--- config.mk ---
export PLATFORM = sky130hd
export DESIGN_NAME = rx_dma_framer
export DESIGN_NICKNAME = d
export VERILOG_FILES = /design/src/rtl/rxdma_pkg.sv /design/src/rtl/rxdma_regs.sv /design/src/rtl/rxdma_engine.sv /design/src/rtl/rx_dma_framer.sv
export SDC_FILE = /design/constraint.sdc
export NUM_CORES = 1
export LEC_CHECK = 0
export CAP_MARGIN = 20
export CORE_MARGIN = 3
export CORE_UTILIZATION = 64
export DETAILED_ROUTE_END_ITERATION = 16
export DONT_BUFFER_PORTS = 1
export PLACE_DENSITY = 0.79
export SLEW_MARGIN = 20
export SYNTH_ARGS = -nofsm -noshare
export SYNTH_HDL_FRONTEND = slang
export SYNTH_SLANG_ARGS = --single-unit
--- constraint.sdc ---
create_clock -name clk -period 3.6 [get_ports clk]
set_input_delay 1.08 -clock clk [delete_from_list [all_inputs] [get_ports clk]]
set_output_delay 1.08 -clock clk [all_outputs]
set_load 0.02 [all_outputs]
--- src/rtl/rxdma_pkg.sv ---
package rxdma_pkg;

    typedef enum logic [1:0] {
        FRAME_FIXED  = 2'd0,
        FRAME_LENGTH = 2'd1,
        FRAME_OVER   = 2'd2
    } frame_e;

    typedef enum logic [1:0] {
        PH_IDLE = 2'd0,
        PH_LEN  = 2'd1,
        PH_RECV = 2'd2,
        PH_PAD  = 2'd3
    } phase_e;

    localparam logic [2:0] REG_MODE  = 3'd0;
    localparam logic [2:0] REG_BASE  = 3'd1;
    localparam logic [2:0] REG_LIMIT = 3'd2;
    localparam logic [2:0] REG_CTRL  = 3'd3;
    localparam logic [2:0] REG_XFER  = 3'd4;

    localparam int CMD_ARM   = 0;
    localparam int CMD_STOP  = 1;
    localparam int CMD_CLEAR = 2;

endpackage

--- src/rtl/rxdma_regs.sv ---
module rxdma_regs
    import rxdma_pkg::*;
#(
    parameter int AW = 16,
    parameter int CW = 16,
    parameter int DW = 32
) (
    input  logic          clk,
    input  logic          rst_n,
    input  logic          cfg_we,
    input  logic [2:0]    cfg_addr,
    input  logic [DW-1:0] cfg_wdata,
    output logic [DW-1:0] cfg_rdata,
    input  logic          st_busy,
    input  logic          st_irq,
    input  logic          st_len_done,
    input  logic          st_err,
    input  logic [CW-1:0] st_xfer,
    output frame_e        mode,
    output logic [AW-1:0] base,
    output logic [CW-1:0] limit,
    output logic          arm_stb,
    output logic          stop_stb,
    output logic          clr_stb
);

    typedef struct packed {
        frame_e        mode;
        logic [AW-1:0] base;
        logic [CW-1:0] limit;
    } regs_t;

    localparam regs_t REGS_RST = '{mode: FRAME_FIXED, base: '0, limit: '0};

    regs_t regs_d, regs_q;
    logic  ctrl_hit;
    logic  unused_wdata;

    assign unused_wdata = ^cfg_wdata;
    assign ctrl_hit = cfg_we && (cfg_addr == REG_CTRL);
    assign arm_stb  = ctrl_hit && cfg_wdata[CMD_ARM];
    assign stop_stb = ctrl_hit && cfg_wdata[CMD_STOP];
    assign clr_stb  = ctrl_hit && cfg_wdata[CMD_CLEAR];

    always_comb begin
        regs_d = regs_q;
        if (cfg_we) begin
            case (cfg_addr)
                REG_MODE: begin
                    if (cfg_wdata[1])      regs_d.mode = FRAME_OVER;
                    else if (cfg_wdata[0]) regs_d.mode = FRAME_LENGTH;
                    else                   regs_d.mode = FRAME_FIXED;
                end
                REG_BASE:  regs_d.base  = cfg_wdata[AW-1:0];
                REG_LIMIT: regs_d.limit = cfg_wdata[CW-1:0];
                default: ;
            endcase
        end
    end

    always_ff @(posedge clk or negedge rst_n) begin
        if (!rst_n) regs_q <= REGS_RST;
        else        regs_q <= regs_d;
    end

    always_comb begin
        cfg_rdata = '0;
        case (cfg_addr)
            REG_MODE:  cfg_rdata = DW'(regs_q.mode);
            REG_BASE:  cfg_rdata = DW'(regs_q.base);
            REG_LIMIT: cfg_rdata = DW'(regs_q.limit);
            REG_CTRL:  cfg_rdata = DW'({st_err, st_len_done, st_irq, st_busy});
            REG_XFER:  cfg_rdata = DW'(st_xfer);
            default:   cfg_rdata = '0;
        endcase
    end

    assign mode  = regs_q.mode;
    assign base  = regs_q.base;
    assign limit = regs_q.limit;

endmodule

--- src/rtl/rxdma_engine.sv ---
module rxdma_engine
    import rxdma_pkg::*;
#(
    parameter int         AW    = 16,
    parameter int         CW    = 16,
    parameter int         BLOCK = 256,
    parameter logic [7:0] FILL  = 8'hA5
) (
    input  logic          clk,
    input  logic          rst_n,
    input  frame_e        mode,
    input  logic [AW-1:0] base,
    input  logic [CW-1:0] limit,
    input  logic          arm_stb,
    input  logic          stop_stb,
    input  logic          clr_stb,
    input  logic          src_req,
    input  logic [7:0]    src_data,
    input  logic          src_eom,
    output logic          src_ack,
    output logic          mem_we,
    output logic [AW-1:0] mem_addr,
    output logic [7:0]    mem_wdata,
    output logic          busy,
    output logic          irq,
    output logic          len_done,
    output logic          err,
    output logic [CW-1:0] xfer
);

    localparam logic [CW-1:0] BLOCK_C = CW'(BLOCK);
    localparam logic [CW-1:0] ONE_C   = CW'(1);

    typedef struct packed {
        phase_e        ph;
        frame_e        mode;
        logic [AW-1:0] addr;
        logic [CW-1:0] rem;
        logic [CW-1:0] xfer;
        logic          irq;
        logic          err;
        logic          len_done;
    } eng_t;

    localparam eng_t ENG_RST = '{ph: PH_IDLE, mode: FRAME_FIXED, addr: '0,
                                 rem: '0, xfer: '0, irq: 1'b0, err: 1'b0,
                                 len_done: 1'b0};

    eng_t eng_d, eng_q;
    logic waiting;
    logic padding;

    assign waiting = (eng_q.ph == PH_RECV) || (eng_q.ph == PH_LEN);
    assign padding = (eng_q.ph == PH_PAD);

    always_comb begin
        eng_d = eng_q;
        if (clr_stb) begin
            eng_d.irq = 1'b0;
            eng_d.err = 1'b0;
        end
        case (eng_q.ph)
            PH_RECV: begin
                if (src_req) begin
                    eng_d.addr = eng_q.addr + 1'b1;
                    eng_d.xfer = eng_q.xfer + 1'b1;
                    eng_d.rem  = eng_q.rem - 1'b1;
                    if (eng_q.rem == ONE_C) begin
                        eng_d.ph  = PH_IDLE;
                        eng_d.irq = 1'b1;
                    end else if (eng_q.mode == FRAME_FIXED && src_eom) begin
                        eng_d.ph = PH_PAD;
                    end
                end
            end
            PH_PAD: begin
                eng_d.addr = eng_q.addr + 1'b1;
                eng_d.rem  = eng_q.rem - 1'b1;
                if (eng_q.rem == ONE_C) begin
                    eng_d.ph  = PH_IDLE;
                    eng_d.irq = 1'b1;
                end
            end
            PH_LEN: begin
                if (src_req) begin
                    eng_d.len_done = 1'b1;
                    if (src_data == 8'd0) begin
                        eng_d.ph  = PH_IDLE;
                        eng_d.irq = 1'b1;
                    end else begin
                        eng_d.ph  = PH_RECV;
                        eng_d.rem = CW'(src_data);
                    end
                end
            end
            default: ;
        endcase
        if (stop_stb) begin
            eng_d.ph = PH_IDLE;
        end else if (arm_stb) begin
            if (eng_q.ph != PH_IDLE) begin
                eng_d.err = 1'b1;
            end else begin
                eng_d.mode     = mode;
                eng_d.addr     = base;
                eng_d.xfer     = '0;
                eng_d.len_done = 1'b0;
                case (mode)
                    FRAME_LENGTH: eng_d.ph = PH_LEN;
                    FRAME_OVER: begin
                        eng_d.rem = limit;
                        if (limit == '0) begin
                            eng_d.ph  = PH_IDLE;
                            eng_d.irq = 1'b1;
                        end else begin
                            eng_d.ph = PH_RECV;
                        end
                    end
                    default: begin
                        eng_d.rem = BLOCK_C;
                        eng_d.ph  = PH_RECV;
                    end
                endcase
            end
        end
    end

    always_ff @(posedge clk or negedge rst_n) begin
        if (!rst_n) eng_q <= ENG_RST;
        else        eng_q <= eng_d;
    end

    assign src_ack   = waiting && src_req;
    assign mem_we    = padding || (eng_q.ph == PH_RECV && src_req);
    assign mem_addr  = eng_q.addr;
    assign mem_wdata = padding ? FILL : src_data;
    assign busy      = (eng_q.ph != PH_IDLE);
    assign irq       = eng_q.irq;
    assign len_done  = eng_q.len_done;
    assign err       = eng_q.err;
    assign xfer      = eng_q.xfer;

endmodule

--- src/rtl/rx_dma_framer.sv ---
module rx_dma_framer
    import rxdma_pkg::*;
#(
    parameter int         AW    = 16,
    parameter int         CW    = 16,
    parameter int         BLOCK = 256,
    parameter logic [7:0] FILL  = 8'hA5
) (
    input  logic          clk,
    input  logic          rst_n,
    input  logic          cfg_we,
    input  logic [2:0]    cfg_addr,
    input  logic [31:0]   cfg_wdata,
    output logic [31:0]   cfg_rdata,
    input  logic          src_req,
    input  logic [7:0]    src_data,
    input  logic          src_eom,
    output logic          src_ack,
    output logic          mem_we,
    output logic [AW-1:0] mem_addr,
    output logic [7:0]    mem_wdata,
    output logic          irq
);

    frame_e        cur_mode;
    logic [AW-1:0] cur_base;
    logic [CW-1:0] cur_limit;
    logic          arm_stb, stop_stb, clr_stb;
    logic          eng_busy, eng_irq, eng_len_done, eng_err;
    logic [CW-1:0] eng_xfer;

    rxdma_regs #(.AW(AW), .CW(CW), .DW(32)) u_regs (
        .clk         (clk),
        .rst_n       (rst_n),
        .cfg_we      (cfg_we),
        .cfg_addr    (cfg_addr),
        .cfg_wdata   (cfg_wdata),
        .cfg_rdata   (cfg_rdata),
        .st_busy     (eng_busy),
        .st_irq      (eng_irq),
        .st_len_done (eng_len_done),
        .st_err      (eng_err),
        .st_xfer     (eng_xfer),
        .mode        (cur_mode),
        .base        (cur_base),
        .limit       (cur_limit),
        .arm_stb     (arm_stb),
        .stop_stb    (stop_stb),
        .clr_stb     (clr_stb)
    );

    rxdma_engine #(.AW(AW), .CW(CW), .BLOCK(BLOCK), .FILL(FILL)) u_engine (
        .clk       (clk),
        .rst_n     (rst_n),
        .mode      (cur_mode),
        .base      (cur_base),
        .limit     (cur_limit),
        .arm_stb   (arm_stb),
        .stop_stb  (stop_stb),
        .clr_stb   (clr_stb),
        .src_req   (src_req),
        .src_data  (src_data),
        .src_eom   (src_eom),
        .src_ack   (src_ack),
        .mem_we    (mem_we),
        .mem_addr  (mem_addr),
        .mem_wdata (mem_wdata),
        .busy      (eng_busy),
        .irq       (eng_irq),
        .len_done  (eng_len_done),
        .err       (eng_err),
        .xfer      (eng_xfer)
    );

    assign irq = eng_irq;

endmodule

==> key figures <==
Setup path
  • Crit end category: output pin
  • Worst r2r src: u_engine.eng_q[53]
  • Critical path arrival: 2.07 ns
  • Most used cell, CP: buf_4
  • Worst Path Max Fanout: 16
  • Slowest cell delay on critical path: 0.32 ns
  • R2R depth: 7
  • CP Data Required Time: 2.52 ns
  • Critical path launch point type: input port
  • Setup slack, reg-to-reg: 1.08 ns
  • Critical path's slowest cell: o21ai_0
  • Crit path kind: input port to output pin
  • R2R Path End: u_engine.mem_addr[8]
  • Critical path cell sequence: nor2b_1, buf_4, a22oi_1, o21ai_0, buf_4

Yosys
  • Post-synth top area cell: dfrtp_1
  • Main combinational cell family by area after synthesis: simple AND/OR/NAND/NOR gates
  • Post-synthesis adder-cell area fraction: 2.24%
  • Syn Area/Cell: 9.09 um^2
  • Asr flop ratio synth: 100%
  • Register area share after synthesis: 39.9%
  • Mux contribution to synthesized area: 8.48%
  • Top FF cell, synth: dfrtp_1
  • Complex-gate fraction of the synthesized area: 19.9%
  • Synth Area in Simple Gates: 20.5%
  • EDFF count, synth: 0
  • Post-synthesis xor/xnor area fraction: 1.41%
  • Synth top area cells: dfrtp_1 (40%), mux2_2 (6.9%), buf_4 (4.3%), o21ai_0 (4.1%), nand2_1 (3.8%)
  • Number of cells produced by synthesis: 614
  • Yosys reg bits: 89
  • Top-area cell type share of the netlist area: 39.9%
  • Syn Std Cell Area: 5580 um^2
  • Post-synthesis cell type count: 63
  • Synthesis warning total: 0

Hold path
  • Hold Crit Class: input port to async pin

Placed design
  • Detailed placement HPWL: 10900 um
  • GPL Wtd Cong: 0.960
  • Port Buf Inserts: 0
  • Post-Place Cells: 696
  • Dpl cell area: 5620 um^2

Power and ir drop
  • Peak VDD IR: 0.330 mV
  • Lkg Pwr: 2.42 nW
  • Power per cell area: 685 nW/um^2

Clock network
  • Clk sink count: 89
  • H-tree depth: 3
  • Root Driver: clkbuf_8
  • Postcts setup bufs: 0
  • Hold_buf cts: 0
  • Number of gates resized after cts: 0
  • CTS tree: yes
  • CTS Buffer Depth: 2
  • Clk_lat worst skew: 0.37 ns
  • Clk slew on worst S/H paths: 0.11 ns
  • Inserted Clock Buffers: 9

Floorplanning
  • Die height: 99.4 um
  • Die width: 99.4 um
  • Rows: 33
  • Die area: 9880 um^2
  • Starting Density: 66.9%
  • Total core area: 8340 um^2
  • Ports: 107

Detailed routing
  • DRT iter0 DRCs: 416
  • WL/cell: 21.5 um
  • DRT Pass-1 Iters: 7
  • DRC errors left: 0
  • Avg Vias per Cell: 6.89
  • Via count: 4904
  • Routed WL: 15300 um
  • Post-DRT Antenna Nets: 0

Finish
  • Post-layout util: 69.8%
  • Final net count: 660
  • N_diodes: 0
  • Layout cells sized above 1: 15.2%
  • Non-filler cells, final: 712
  • Final instance area: 5820 um^2
  • Area delta synth->final: 4.28%

Global route
  • Total track usage: 31.4%
  • Largest net degree at the start of global routing: 90
  • Global route total overflow: 0
  • Initial antenna violation count: 0
  • First-pass GRT wire length: 24600 um
  • Number of global-route vias before repair: 4684

Timing
  • Worst-margin pin slew: 0.851 ns
  • Max Clk Rate: 318 MHz
  • Fin crit period: 3.15 ns
  • RSZ-0062 raised after global routing: no
  • Final setup viols: 0
  • Worst slew margin: 41.7%
  • Period utilisation layout: 87.5%
  • Skew final: 0.0152 ns
  • Hold Fails Final Rpt: 0
  • Setup TNS: 0 ns
  • Max-slew violations: 0

Outcome
  • Status: finished, final reports clean

Job
  • MaxCap Viol Count: 0
-- power by group --
| group | total (mW) | internal (mW) | leakage, nW | switching, mW |
|---|---|---|---|---|
| registers | 1.69 | 1.27 | 1.13 | 0.425 |
| logic | 1.60 | 0.616 | 1.20 | 0.985 |
| clock network | 0.695 | 0.273 | 0.0942 | 0.423 |
-- worst max-delay path: cells and delay by family --
| kind | cells | cell delay (ns) |
|---|---|---|
| compound gates | 2 | 0.43 |
| buf+inv | 2 | 0.43 |
| simple gates | 1 | 0.13 |
-- cell type report --
| type | instances | area, um^2 |
|---|---|---|
| Inverter | 13 | 48.8 |
| Clock buffer | 9 | 124 |
| Timing Repair Buffer | 28 | 210 |
| Tap cell | 105 | 131 |
| Multi-Input combinational cell | 461 | 3000 |
| Sequential cell | 89 | 2230 |
| Fill cell | 702 | 2520 |
| Clock inverter | 7 | 73.8 |
-- registers in the layout, indices dropped and copies added, names as in the netlist --
register and count:
u_engine.eng_q 20, u_engine.mem_addr 16, u_engine.xfer 16, u_regs.base 16, u_regs.limit 16, u_regs.mode 2
u_engine.err 1, u_engine.irq 1, u_engine.len_done 1
-- cells in the mapped netlist (all sizes together), types with 2 or more instances --
master / number
or4: 11
nor4b: 2
or2: 6
o311a: 2
a211oi: 5
mux2i: 9
nor3: 13
nand2b: 6
a32oi: 4
a311o: 3
o31ai: 15
and3: 12
o22ai: 3
xor2: 5
dfrtp: 89
a211o: 4
a221oi: 6
nor3b: 3
inv: 13
ha: 10
nand3: 14
o21ai: 48
o22a: 2
buf: 38
a311oi: 2
nor2: 30
or3: 11
nor4: 18
o31a: 2
o211a: 2
nand4: 10
and2: 5
a31oi: 6
a22oi: 16
o211ai: 2
and3b: 2
a22o: 2
nand2: 57
nor2b: 11
a21oi: 32
xnor2: 4
or3b: 2
clkbuf: 28
mux2: 34
-- worst max-delay path by stage --
stage	from	slack (ns)	cells after the start	to
floorplan	cfg_addr[1]	0.05	6	cfg_rdata[10]
global placement	cfg_addr[1]	0.55	5	cfg_rdata[6]
detailed placement	cfg_addr[1]	0.52	5	cfg_rdata[7]
CTS	cfg_addr[1]	0.44	5	cfg_rdata[7]
global route	cfg_addr[1]	0.38	5	cfg_rdata[7]
finish	cfg_addr[1]	0.45	5	cfg_rdata[7]
-- placed cells by master (no fill, tap or decap), drive strengths merged, types with 9 or more instances in the layout --
| cell | synthesis | final |
|---|---|---|
| clkbuf | 28 | 9 |
| mux2i | 9 | 9 |
| and3 | 12 | 12 |
| or4 | 11 | 11 |
| a21oi | 32 | 32 |
| conb | 1 | 16 |
| buf | 38 | 28 |
| a22oi | 16 | 16 |
| or3 | 11 | 11 |
| o21ai | 48 | 48 |
| mux2 | 34 | 34 |
| nor4 | 18 | 18 |
| inv | 13 | 16 |
| nor2 | 30 | 30 |
| ha | 10 | 10 |
| nand3 | 14 | 14 |
| dfrtp | 89 | 89 |
| nor2b | 11 | 11 |
| o31ai | 15 | 15 |
| nand2 | 57 | 57 |
| nand4 | 10 | 10 |
| nor3 | 13 | 13 |
-- kinds of logic (layout without fill, tap and decap cells) --
kind of cell	after synthesis	in the layout
multiplexers	43	43
adder cells (fa/ha/maj)	10	10
AO/OA/AOI/OAI	167	167
XOR/XNOR	9	9
AND/OR/NAND/NOR	216	216
flip-flops	89	89
buffers and inverters	79	57
other	1	16
-- routing by layer --
metal | wire [um] | vias up | track usage [%] | share of wire, %
li1 | - | 2223 | - | -
met5 | 0 | - | 0 | 0
met4 | 504 | 0 | 11.6 | 3.3
met3 | 1210 | 40 | 5.47 | 7.9
met2 | 7220 | 260 | 50.2 | 47
met1 | 6350 | 2381 | 43.1 | 42
-- metrics by stage --
step,total power [mW],hold WS (ns),worst slack (ns)
after floorplan,2.91,0.443,0.0451
after global placement,3.21,0.469,0.548
after detailed placement,3.27,0.476,0.515
after CTS,3.96,0.378,0.436
after global routing,4.23,0.372,0.382
final,3.99,0.387,0.451
(Power assumes the default switching activity.)
